## config.mk

```make
export PLATFORM = sky130hd
export DESIGN_NAME = txRingWalker
export DESIGN_NICKNAME = d
export VERILOG_FILES = /design/src/rtl/txw_pkg.sv /design/src/rtl/txwCtrl.sv /design/src/rtl/txwData.sv /design/src/rtl/txRingWalker.sv
export SDC_FILE = /design/constraint.sdc
export NUM_CORES = 1
export LEC_CHECK = 0
export BUFFER_PORTS_ARGS = -buffer_cell sky130_fd_sc_hd__buf_4
export CORE_MARGIN = 2
export CORE_UTILIZATION = 47
export DETAILED_ROUTE_END_ITERATION = 7
export MAX_ROUTING_LAYER = met4
export PLACE_DENSITY = 0.75
export SLEW_MARGIN = 20
export SYNTH_ARGS = -nofsm -noshare
export SYNTH_HDL_FRONTEND = slang
export SYNTH_SLANG_ARGS = --single-unit
```

## constraint.sdc

```tcl
create_clock -name clk -period 6.2 [get_ports clk]
set_clock_uncertainty 0.2 [all_clocks]
set_input_delay 1.55 -clock clk [delete_from_list [all_inputs] [get_ports clk]]
set_output_delay 1.55 -clock clk [all_outputs]
set_load 0.005 [all_outputs]
```

## src/rtl/txw_pkg.sv

```systemverilog
package txw_pkg;

  typedef enum logic [3:0] {
    S_IDLE, S_SEL, S_RD0, S_RD1, S_EVAL, S_COPY, S_WB, S_ADV, S_SEND, S_DONE
  } walkState_t;

  typedef enum logic [1:0] {A_DESC0, A_DESC1, A_BUF} addrSel_t;

  typedef struct packed {
    logic     selCur;
    logic     lat0;
    logic     lat1;
    logic     startFrag;
    logic     storeByte;
    logic     commitFrag;
    logic     advance;
    logic     dropFill;
    logic     resetRing;
    logic     clrWalk;
    logic     clrSend;
    logic     stepSend;
    addrSel_t aSel;
  } dpStrobe_t;

endpackage

```

## src/rtl/txwCtrl.sv

```systemverilog
module txwCtrl
  import txw_pkg::*;
(
  input  logic      clk,
  input  logic      rst_n,
  input  logic      kick,
  input  logic      ringReset,
  input  logic      txStart,
  input  logic      dmaDisable,
  input  logic      linkUp,
  input  logic      memAck,
  input  logic      outReady,
  input  logic      descValid,
  input  logic      descLast,
  input  logic      overflow,
  input  logic      fragEnd,
  input  logic      walkLast,
  input  logic      sendLast,
  output dpStrobe_t stb,
  output logic      memReq,
  output logic      memWe,
  output logic      outValid,
  output logic      idle,
  output logic      txDone,
  output logic      fragErr
);

  walkState_t st, nst;
  logic sentQ;
  logic go;

  assign go = txStart && !dmaDisable && linkUp;

  always_comb begin
    nst      = st;
    stb      = '0;
    stb.aSel = A_DESC0;
    memReq   = 1'b0;
    memWe    = 1'b0;
    outValid = 1'b0;
    case (st)
      S_IDLE: begin
        if (kick && go) begin
          stb.clrWalk = 1'b1;
          nst = S_SEL;
        end else if (ringReset) begin
          stb.resetRing = 1'b1;
        end
      end
      S_SEL: begin
        stb.selCur = 1'b1;
        nst = S_RD0;
      end
      S_RD0: begin
        memReq = 1'b1;
        if (memAck) begin
          stb.lat0 = 1'b1;
          nst = S_RD1;
        end
      end
      S_RD1: begin
        memReq = 1'b1;
        stb.aSel = A_DESC1;
        if (memAck) begin
          stb.lat1 = 1'b1;
          nst = S_EVAL;
        end
      end
      S_EVAL: begin
        if (!descValid) begin
          nst = S_DONE;
        end else if (overflow) begin
          stb.dropFill = 1'b1;
          nst = S_DONE;
        end else begin
          stb.startFrag = 1'b1;
          nst = S_COPY;
        end
      end
      S_COPY: begin
        memReq = 1'b1;
        stb.aSel = A_BUF;
        if (memAck) begin
          stb.storeByte = 1'b1;
          if (fragEnd) begin
            stb.commitFrag = 1'b1;
            nst = S_WB;
          end
        end
      end
      S_WB: begin
        memReq = 1'b1;
        memWe = 1'b1;
        stb.aSel = A_DESC1;
        if (memAck) nst = S_ADV;
      end
      S_ADV: begin
        stb.advance = 1'b1;
        if (descLast) begin
          stb.clrSend = 1'b1;
          nst = S_SEND;
        end else if (walkLast) begin
          nst = S_DONE;
        end else begin
          nst = S_SEL;
        end
      end
      S_SEND: begin
        outValid = 1'b1;
        if (outReady) begin
          if (sendLast) begin
            stb.dropFill = 1'b1;
            nst = S_DONE;
          end else begin
            stb.stepSend = 1'b1;
          end
        end
      end
      S_DONE:  nst = S_IDLE;
      default: nst = S_IDLE;
    endcase
  end

  always_ff @(posedge clk) begin
    if (!rst_n) begin
      st    <= S_IDLE;
      sentQ <= 1'b0;
    end else begin
      st <= nst;
      if (st == S_IDLE && kick && go) sentQ <= 1'b0;
      else if (st == S_SEND && outReady && sendLast) sentQ <= 1'b1;
    end
  end

  assign idle    = (st == S_IDLE);
  assign txDone  = (st == S_DONE) && sentQ;
  assign fragErr = (st == S_EVAL) && descValid && overflow;


  kick_starts_walk_chk: assert property (@(posedge clk) disable iff (!rst_n)
    (idle && kick && go) |=> !idle);


  done_then_idle_chk: assert property (@(posedge clk) disable iff (!rst_n)
    txDone |=> (idle && !txDone));


  gated_kick_chk: assert property (@(posedge clk) disable iff (!rst_n)
    (idle && kick && !go) |=> idle);

endmodule

```

## src/rtl/txwData.sv

```systemverilog
module txwData
  import txw_pkg::*;
#(
  parameter int ADDR_W    = 32,
  parameter int CNT_W     = 4,
  parameter int BUF_BYTES = 64,
  parameter int VALID_BIT = 15,
  parameter int LAST_BIT  = 0,
  parameter logic [15:0] STAT_MASK = 16'h7E00
) (
  input  logic              clk,
  input  logic              rst_n,
  input  dpStrobe_t         stb,
  input  logic [ADDR_W-1:0] ringBase,
  input  logic [CNT_W-1:0]  ringCntM1,
  input  logic [31:0]       memRdata,
  output logic [ADDR_W-1:0] memAddr,
  output logic [31:0]       memWdata,
  output logic [7:0]        outData,
  output logic              outLast,
  output logic [ADDR_W-1:0] curPtr,
  output logic [ADDR_W-1:0] nextPtr,
  output logic              descValid,
  output logic              descLast,
  output logic              overflow,
  output logic              fragEnd,
  output logic              walkLast,
  output logic              sendLast
);

  localparam int LEN_W  = 16;
  localparam int FILL_W = $clog2(BUF_BYTES + 1);
  localparam int IDX_W  = $clog2(BUF_BYTES);
  localparam int EXT_W  = ADDR_W + 1;
  localparam int SUM_W  = LEN_W + 2;
  localparam logic [15:0] CLR_MASK = STAT_MASK | (16'h1 << VALID_BIT);

  logic [ADDR_W-1:0] curQ, nextQ, bufAddrQ, selPtr, advPtr;
  logic [LEN_W-1:0]  lenQ, byteIdx;
  logic [15:0]       flagsQ;
  logic [FILL_W-1:0] fillQ;
  logic [CNT_W-1:0]  walkCnt;
  logic [IDX_W-1:0]  sendIdx;
  logic [7:0]        fb [BUF_BYTES];

  logic [EXT_W-1:0] baseX, ringEnd, nextX, curX, stepNext;
  logic [SUM_W-1:0] need;
  logic [LEN_W:0]   wrIdx;

  always_comb begin
    baseX    = {1'b0, ringBase};
    ringEnd  = baseX + ((EXT_W'(ringCntM1) + EXT_W'(1)) << 3);
    nextX    = {1'b0, nextQ};
    curX     = {1'b0, curQ};
    selPtr   = ((nextX < baseX) || (nextX + EXT_W'(8) > ringEnd)) ? ringBase : nextQ;
    stepNext = curX + EXT_W'(8);
    advPtr   = (stepNext >= ringEnd) ? ringBase : stepNext[ADDR_W-1:0];
    need     = SUM_W'(fillQ) + SUM_W'(lenQ) + SUM_W'(1);
    wrIdx    = (LEN_W + 1)'(fillQ) + (LEN_W + 1)'(byteIdx);
  end

  always_comb begin
    case (stb.aSel)
      A_DESC0: memAddr = curQ;
      A_DESC1: memAddr = curQ + ADDR_W'(4);
      default: memAddr = bufAddrQ + ADDR_W'(byteIdx);
    endcase
  end

  assign memWdata  = {flagsQ & ~CLR_MASK, lenQ};
  assign descValid = flagsQ[VALID_BIT];
  assign descLast  = flagsQ[LAST_BIT];
  assign overflow  = need > SUM_W'(BUF_BYTES);
  assign fragEnd   = (byteIdx == lenQ);
  assign walkLast  = (walkCnt == ringCntM1);
  assign sendLast  = (FILL_W'(sendIdx) == fillQ - FILL_W'(1));
  assign outData   = fb[sendIdx];
  assign outLast   = sendLast;
  assign curPtr    = curQ;
  assign nextPtr   = nextQ;

  always_ff @(posedge clk) begin
    if (!rst_n) begin
      curQ     <= '0;
      nextQ    <= '0;
      bufAddrQ <= '0;
      lenQ     <= '0;
      flagsQ   <= '0;
      byteIdx  <= '0;
      fillQ    <= '0;
      walkCnt  <= '0;
      sendIdx  <= '0;
    end else begin
      if (stb.resetRing) begin
        curQ  <= ringBase;
        nextQ <= ringBase;
        fillQ <= '0;
      end
      if (stb.selCur) curQ <= selPtr;
      if (stb.lat0) bufAddrQ <= memRdata[ADDR_W-1:0];
      if (stb.lat1) begin
        lenQ   <= memRdata[15:0];
        flagsQ <= memRdata[31:16];
      end
      if (stb.startFrag) byteIdx <= '0;
      else if (stb.storeByte) byteIdx <= byteIdx + LEN_W'(1);
      if (stb.commitFrag) fillQ <= fillQ + FILL_W'(lenQ) + FILL_W'(1);
      else if (stb.dropFill) fillQ <= '0;
      if (stb.clrWalk) walkCnt <= '0;
      else if (stb.advance) walkCnt <= walkCnt + CNT_W'(1);
      if (stb.advance) nextQ <= advPtr;
      if (stb.clrSend) sendIdx <= '0;
      else if (stb.stepSend) sendIdx <= sendIdx + IDX_W'(1);
    end
  end

  always_ff @(posedge clk) begin
    if (stb.storeByte) fb[wrIdx[IDX_W-1:0]] <= memRdata[7:0];
  end


  cur_in_ring_chk: assert property (@(posedge clk) disable iff (!rst_n)
    stb.selCur |=> ((curX >= baseX) && (curX + EXT_W'(8) <= ringEnd)));


  next_in_ring_chk: assert property (@(posedge clk) disable iff (!rst_n)
    stb.advance |=> ((nextX >= baseX) && (nextX < ringEnd)));


  fill_bound_chk: assert property (@(posedge clk) disable iff (!rst_n)
    stb.commitFrag |=> (fillQ <= FILL_W'(BUF_BYTES)));

endmodule

```

## src/rtl/txRingWalker.sv

```systemverilog
module txRingWalker
  import txw_pkg::*;
#(
  parameter int ADDR_W    = 32,
  parameter int CNT_W     = 4,
  parameter int BUF_BYTES = 64,
  parameter int VALID_BIT = 15,
  parameter int LAST_BIT  = 0,
  parameter logic [15:0] STAT_MASK = 16'h7E00
) (
  input  logic              clk,
  input  logic              rst_n,
  input  logic              kick,
  input  logic              ringReset,
  input  logic              txStart,
  input  logic              dmaDisable,
  input  logic              linkUp,
  input  logic [ADDR_W-1:0] ringBase,
  input  logic [CNT_W-1:0]  ringCntM1,
  output logic              memReq,
  output logic              memWe,
  output logic [ADDR_W-1:0] memAddr,
  output logic [31:0]       memWdata,
  input  logic              memAck,
  input  logic [31:0]       memRdata,
  output logic              outValid,
  output logic [7:0]        outData,
  output logic              outLast,
  input  logic              outReady,
  output logic [ADDR_W-1:0] curPtr,
  output logic [ADDR_W-1:0] nextPtr,
  output logic              idle,
  output logic              txDone,
  output logic              fragErr
);

  dpStrobe_t stb;
  logic descValid, descLast, overflow, fragEnd, walkLast, sendLast;

  txwCtrl u_ctrl (
    .clk(clk), .rst_n(rst_n), .kick(kick), .ringReset(ringReset),
    .txStart(txStart), .dmaDisable(dmaDisable), .linkUp(linkUp),
    .memAck(memAck), .outReady(outReady), .descValid(descValid),
    .descLast(descLast), .overflow(overflow), .fragEnd(fragEnd),
    .walkLast(walkLast), .sendLast(sendLast), .stb(stb), .memReq(memReq),
    .memWe(memWe), .outValid(outValid), .idle(idle), .txDone(txDone),
    .fragErr(fragErr)
  );

  txwData #(
    .ADDR_W(ADDR_W), .CNT_W(CNT_W), .BUF_BYTES(BUF_BYTES),
    .VALID_BIT(VALID_BIT), .LAST_BIT(LAST_BIT), .STAT_MASK(STAT_MASK)
  ) u_data (
    .clk(clk), .rst_n(rst_n), .stb(stb), .ringBase(ringBase),
    .ringCntM1(ringCntM1), .memRdata(memRdata), .memAddr(memAddr),
    .memWdata(memWdata), .outData(outData), .outLast(outLast),
    .curPtr(curPtr), .nextPtr(nextPtr), .descValid(descValid),
    .descLast(descLast), .overflow(overflow), .fragEnd(fragEnd),
    .walkLast(walkLast), .sendLast(sendLast)
  );


  stream_hold_chk: assert property (@(posedge clk) disable iff (!rst_n)
    (outValid && !outReady) |=> (outValid && $stable(outData) && $stable(outLast)));


  mem_hold_chk: assert property (@(posedge clk) disable iff (!rst_n)
    (memReq && !memAck) |=> (memReq && $stable(memAddr) && $stable(memWe)));

endmodule

```

==> results_dict.tcl <==
set metrics [dict create \
    core_region_area_sq_um 70400 \
    finalSetupViolCount 0 \
    dr.pass1.iters 7 \
    grt_pass1_wl_um 142000 \
    fp.dieH_um 271 \
    r2r-end "u_data.nextPtr[26]" \
    layout_commonest_cell "edfxtp_1" \
    port_buffers 212 \
    drt_iter0_markers 2165 \
    tightestPinTransition_ns 1.12 \
    clkPwrFrac 0.352 \
    r2r-start "u_data.curPtr[4]" \
    cts-htree-levels 3 \
    io_pins 220 \
    antenna_found_initial 3 \
    die_w_um 271 \
    root_buffer "clkbuf_16" \
    power_density_nw_per_um2 306 \
    grt_overflow_total 0 \
    grt_usage 0.260 \
    dp_hpwl_um 63300 \
    nets 3024 \
    grt_max_degree 111 \
    dieArea_sq_um 73500 \
    dpl-instance-area_sq_um 36100 \
    tns_ns 0 \
    clock-sinks 678 \
    ys_seq_elements 678 \
    ant_nets 0 \
    slew_headroom 0.246 \
    ys.flop_type "edfxtp_1" \
    stdcell_area_sq_um 38300 \
    intPower_mw 8.25 \
    area_growth_syn_to_layout_pct 14.1 \
    max_freq_mhz 176 \
    drc 0 \
    status "finished, final reports clean" \
    swShare 0.296 \
    crit_arrival_ns 5.92 \
    crit_chain "buf_4 -> ha_1 -> inv_1 -> fa_1 -> inv_1 -> a21oi_1 -> o21bai_1 -> a21o_1 -> nor2b_1 -> and2_1 -> nand4_1 -> xnor2_1 -> ha_1 -> and3_1 -> nand3_1 -> or4_1 -> o211ai_1 -> buf_12 -> mux2i_1 -> o21ai_0" \
    switchingPower_mw 3.47 \
    ctsResizeCount 0 \
    cts_buffers 66 \
    post_cts_buffers 0 \
    min_path_type "flop to flop" \
    final_hold_viol_count 0 \
    yosys_warnings 0 \
    startpoint "ringCntM1[0]" \
    period_minus_slack_ns 5.68 \
    power_frac_seq 0.462 \
    finalCritPeriodShare 0.917 \
    fillers 5698 \
    end_kind "flop" \
    async_flop_share 0 \
    clk_latency_ns 0.63 \
    combinationalPowerShare 0.186 \
    layout-drive-gt1-share 0.187 \
    slowest_delay_ns 0.52 \
    cts_tree "done" \
    worstHoldStart "u_data.flagsQ[8]" \
    wl_per_cell_um 24.8 \
    hold_path_end "u_data.flagsQ[8]" \
    peakVddDrop_uv 236 \
    rsz0062_at_grt "no" \
    r2r_cells 15 \
    start_kind "input port" \
    cts_hold_buf 0 \
    ys_seq_area_frac 0.558 \
    viasPerCell 6.08 \
    synth-edff-count 512 \
    cts_max_path_buffers 3 \
    path_max_fanout 32 \
    cp.required_ns 6.43 \
    synth_area_sq_um 33500 \
    start_util 0.476 \
    cpMaxStageDelayCell "or4_1" \
    place_congestion 0.978 \
    min_path_cells 2 \
    crit_type "input port to flop" \
    first_global_vias 23000 \
    layout_common_cells "edfxtp_1, nand2_1, buf_4, nor2_1, mux4_2" \
    wl_um 94100 \
    fp-row-count 97 \
    clkTransAtPathRegs_ns 0.06 \
    reg2reg_slack_ns 1.14 \
    synth.distinct_cells 70 \
    netlist_instances 2629 \
    maxCapViolations 0 \
    slew_viol_final 0 \
    vias 23100 \
    syn_avg_cell_area_sq_um 12.8 \
    leakagePower_nw 13.8 \
]
## worst max path at each step
stage	to	slack [ns]
floorplan	u_data.nextPtr[10]	0.45
global placement	u_data.nextPtr[1]	0.12
detailed placement	u_data.nextPtr[28]	-0.03
CTS	u_data.nextPtr[26]	0.58
global route	u_data.curPtr[30]	0.19
finish	u_data.nextPtr[26]	0.52
## kinds of logic after synthesis
| family | after synthesis | synth area share |
|---|---|---|
| buf+inv | 208 | 0.0253 |
| fa+ha+maj | 142 | 0.0541 |
| flops | 678 | 0.558 |
| mux | 209 | 0.125 |
| xor+xnor | 205 | 0.0535 |
| compound gates | 359 | 0.0705 |
| other cells | 1 | 0.000112 |
| simple gates | 827 | 0.114 |
## registers in the layout (all words and copies together), names as in the netlist, 6 cells and up, named ones only
name / flops
u_data.fb: 512
u_data.fillQ: 7
u_data.nextPtr: 32
u_data.byteIdx: 16
u_data.lenQ: 16
u_data.flagsQ: 10
u_data.curPtr: 32
u_data.bufAddrQ: 32
u_data.sendIdx: 6
## synth_stat cells (4+ instances only)
library cell  instances  area, sq um
a211oi_1             17          128
a21boi_0             61          458
a21o_1               21          158
a21oi_1              83          415
a31oi_1               4         25.0
and2_1                8         50.1
and3_1               59          369
and4_1                7         61.3
buf_1                 6         22.5
buf_2                22          110
buf_4                 8         60.1
clkbuf_1            102          383
dfxtp_1             166         3320
edfxtp_1            512        15400
fa_1                  5          100
ha_1                137         1710
inv_1                68          255
mux2i_1              40          400
mux4_2              168         3780
nand2_1             315         1180
nand2b_1             12         75.1
nand3_1             122          611
nand4_1              44          275
nor2_1              186          698
nor2b_1              14         87.6
nor3_1               22          110
nor3b_1               4         30.0
nor4_1               12         75.1
o2111ai_1            32          280
o211ai_1             11         82.6
o21a_1                4         30.0
o21ai_0              91          455
o21bai_1              7         52.6
o2bb2ai_1             8         70.1
or2_2                 4         25.0
or3_1                 5         31.3
xnor2_1             112          981
xor2_1               93          815
## stage by stage
| step | utilization | setup WS (ns) | std cells | hold WS (ns) | power [mW] |
|---|---|---|---|---|---|
| after floorplan | - | 0.454 | 2635 | 0.229 | 6.57 |
| after global placement | 0.512 | 0.118 | 3677 | 0.260 | 7.56 |
| after detailed placement | 0.512 | -0.0305 | 3677 | 0.266 | 7.63 |
| after CTS | 0.543 | 0.584 | 3794 | 0.276 | 11.7 |
| after global routing | 0.544 | 0.186 | 3796 | 0.304 | 12.1 |
| final | 0.544 | 0.516 | 3796 | 0.272 | 11.7 |
## area by class of cell
type                            count  area (sq um)  area share
Sequential cell                   678         18700       0.489
Multi-Input combinational cell   1749         14000       0.367
Timing Repair Buffer              242          1880      0.0491
Clock buffer                       79          1760      0.0460
Tap cell                          940          1180      0.0307
Clock inverter                     38           438      0.0114
Inverter                           68           255     0.00667
Antenna cell                        2          5.00    0.000131
## power by group through the flow
stage	Clock [mW]	Sequential, mW	Combinational, mW
3_3_place_gp	0	5.49	2.08
2_1_floorplan	0	5.30	1.27
4_1_cts	4.17	5.40	2.15
3_5_place_dp	0	5.49	2.14
6_report	4.13	5.41	2.18
5_1_grt	4.32	5.42	2.36
## per-layer routing
| metal | vias up | wire [um] | share of wire | GRT usage |
|---|---|---|---|---|
| met2 | 1189 | 47400 | 0.50 | 0.434 |
| met4 | 0 | 3540 | 0.038 | 0.0947 |
| li1 | 10200 | - | - | - |
| met5 | - | 0 | 0 | - |
| met1 | 11500 | 35500 | 0.38 | 0.318 |
| met3 | 209 | 7610 | 0.081 | 0.0478 |
## critical path: cells and delay by family
| kind | cells | cell delay [ns] |
|---|---|---|
| buffers and inverters | 4 | 0.57 |
| and+or+nand+nor | 6 | 1.52 |
| muxes | 1 | 0.24 |
| xor gates and xnor gates | 1 | 0.18 |
| AOI/OAI and AO/OA | 5 | 0.82 |
| adders and majority gates | 3 | 1.04 |
No activity file was read; power rests on OpenSTA's default activity.
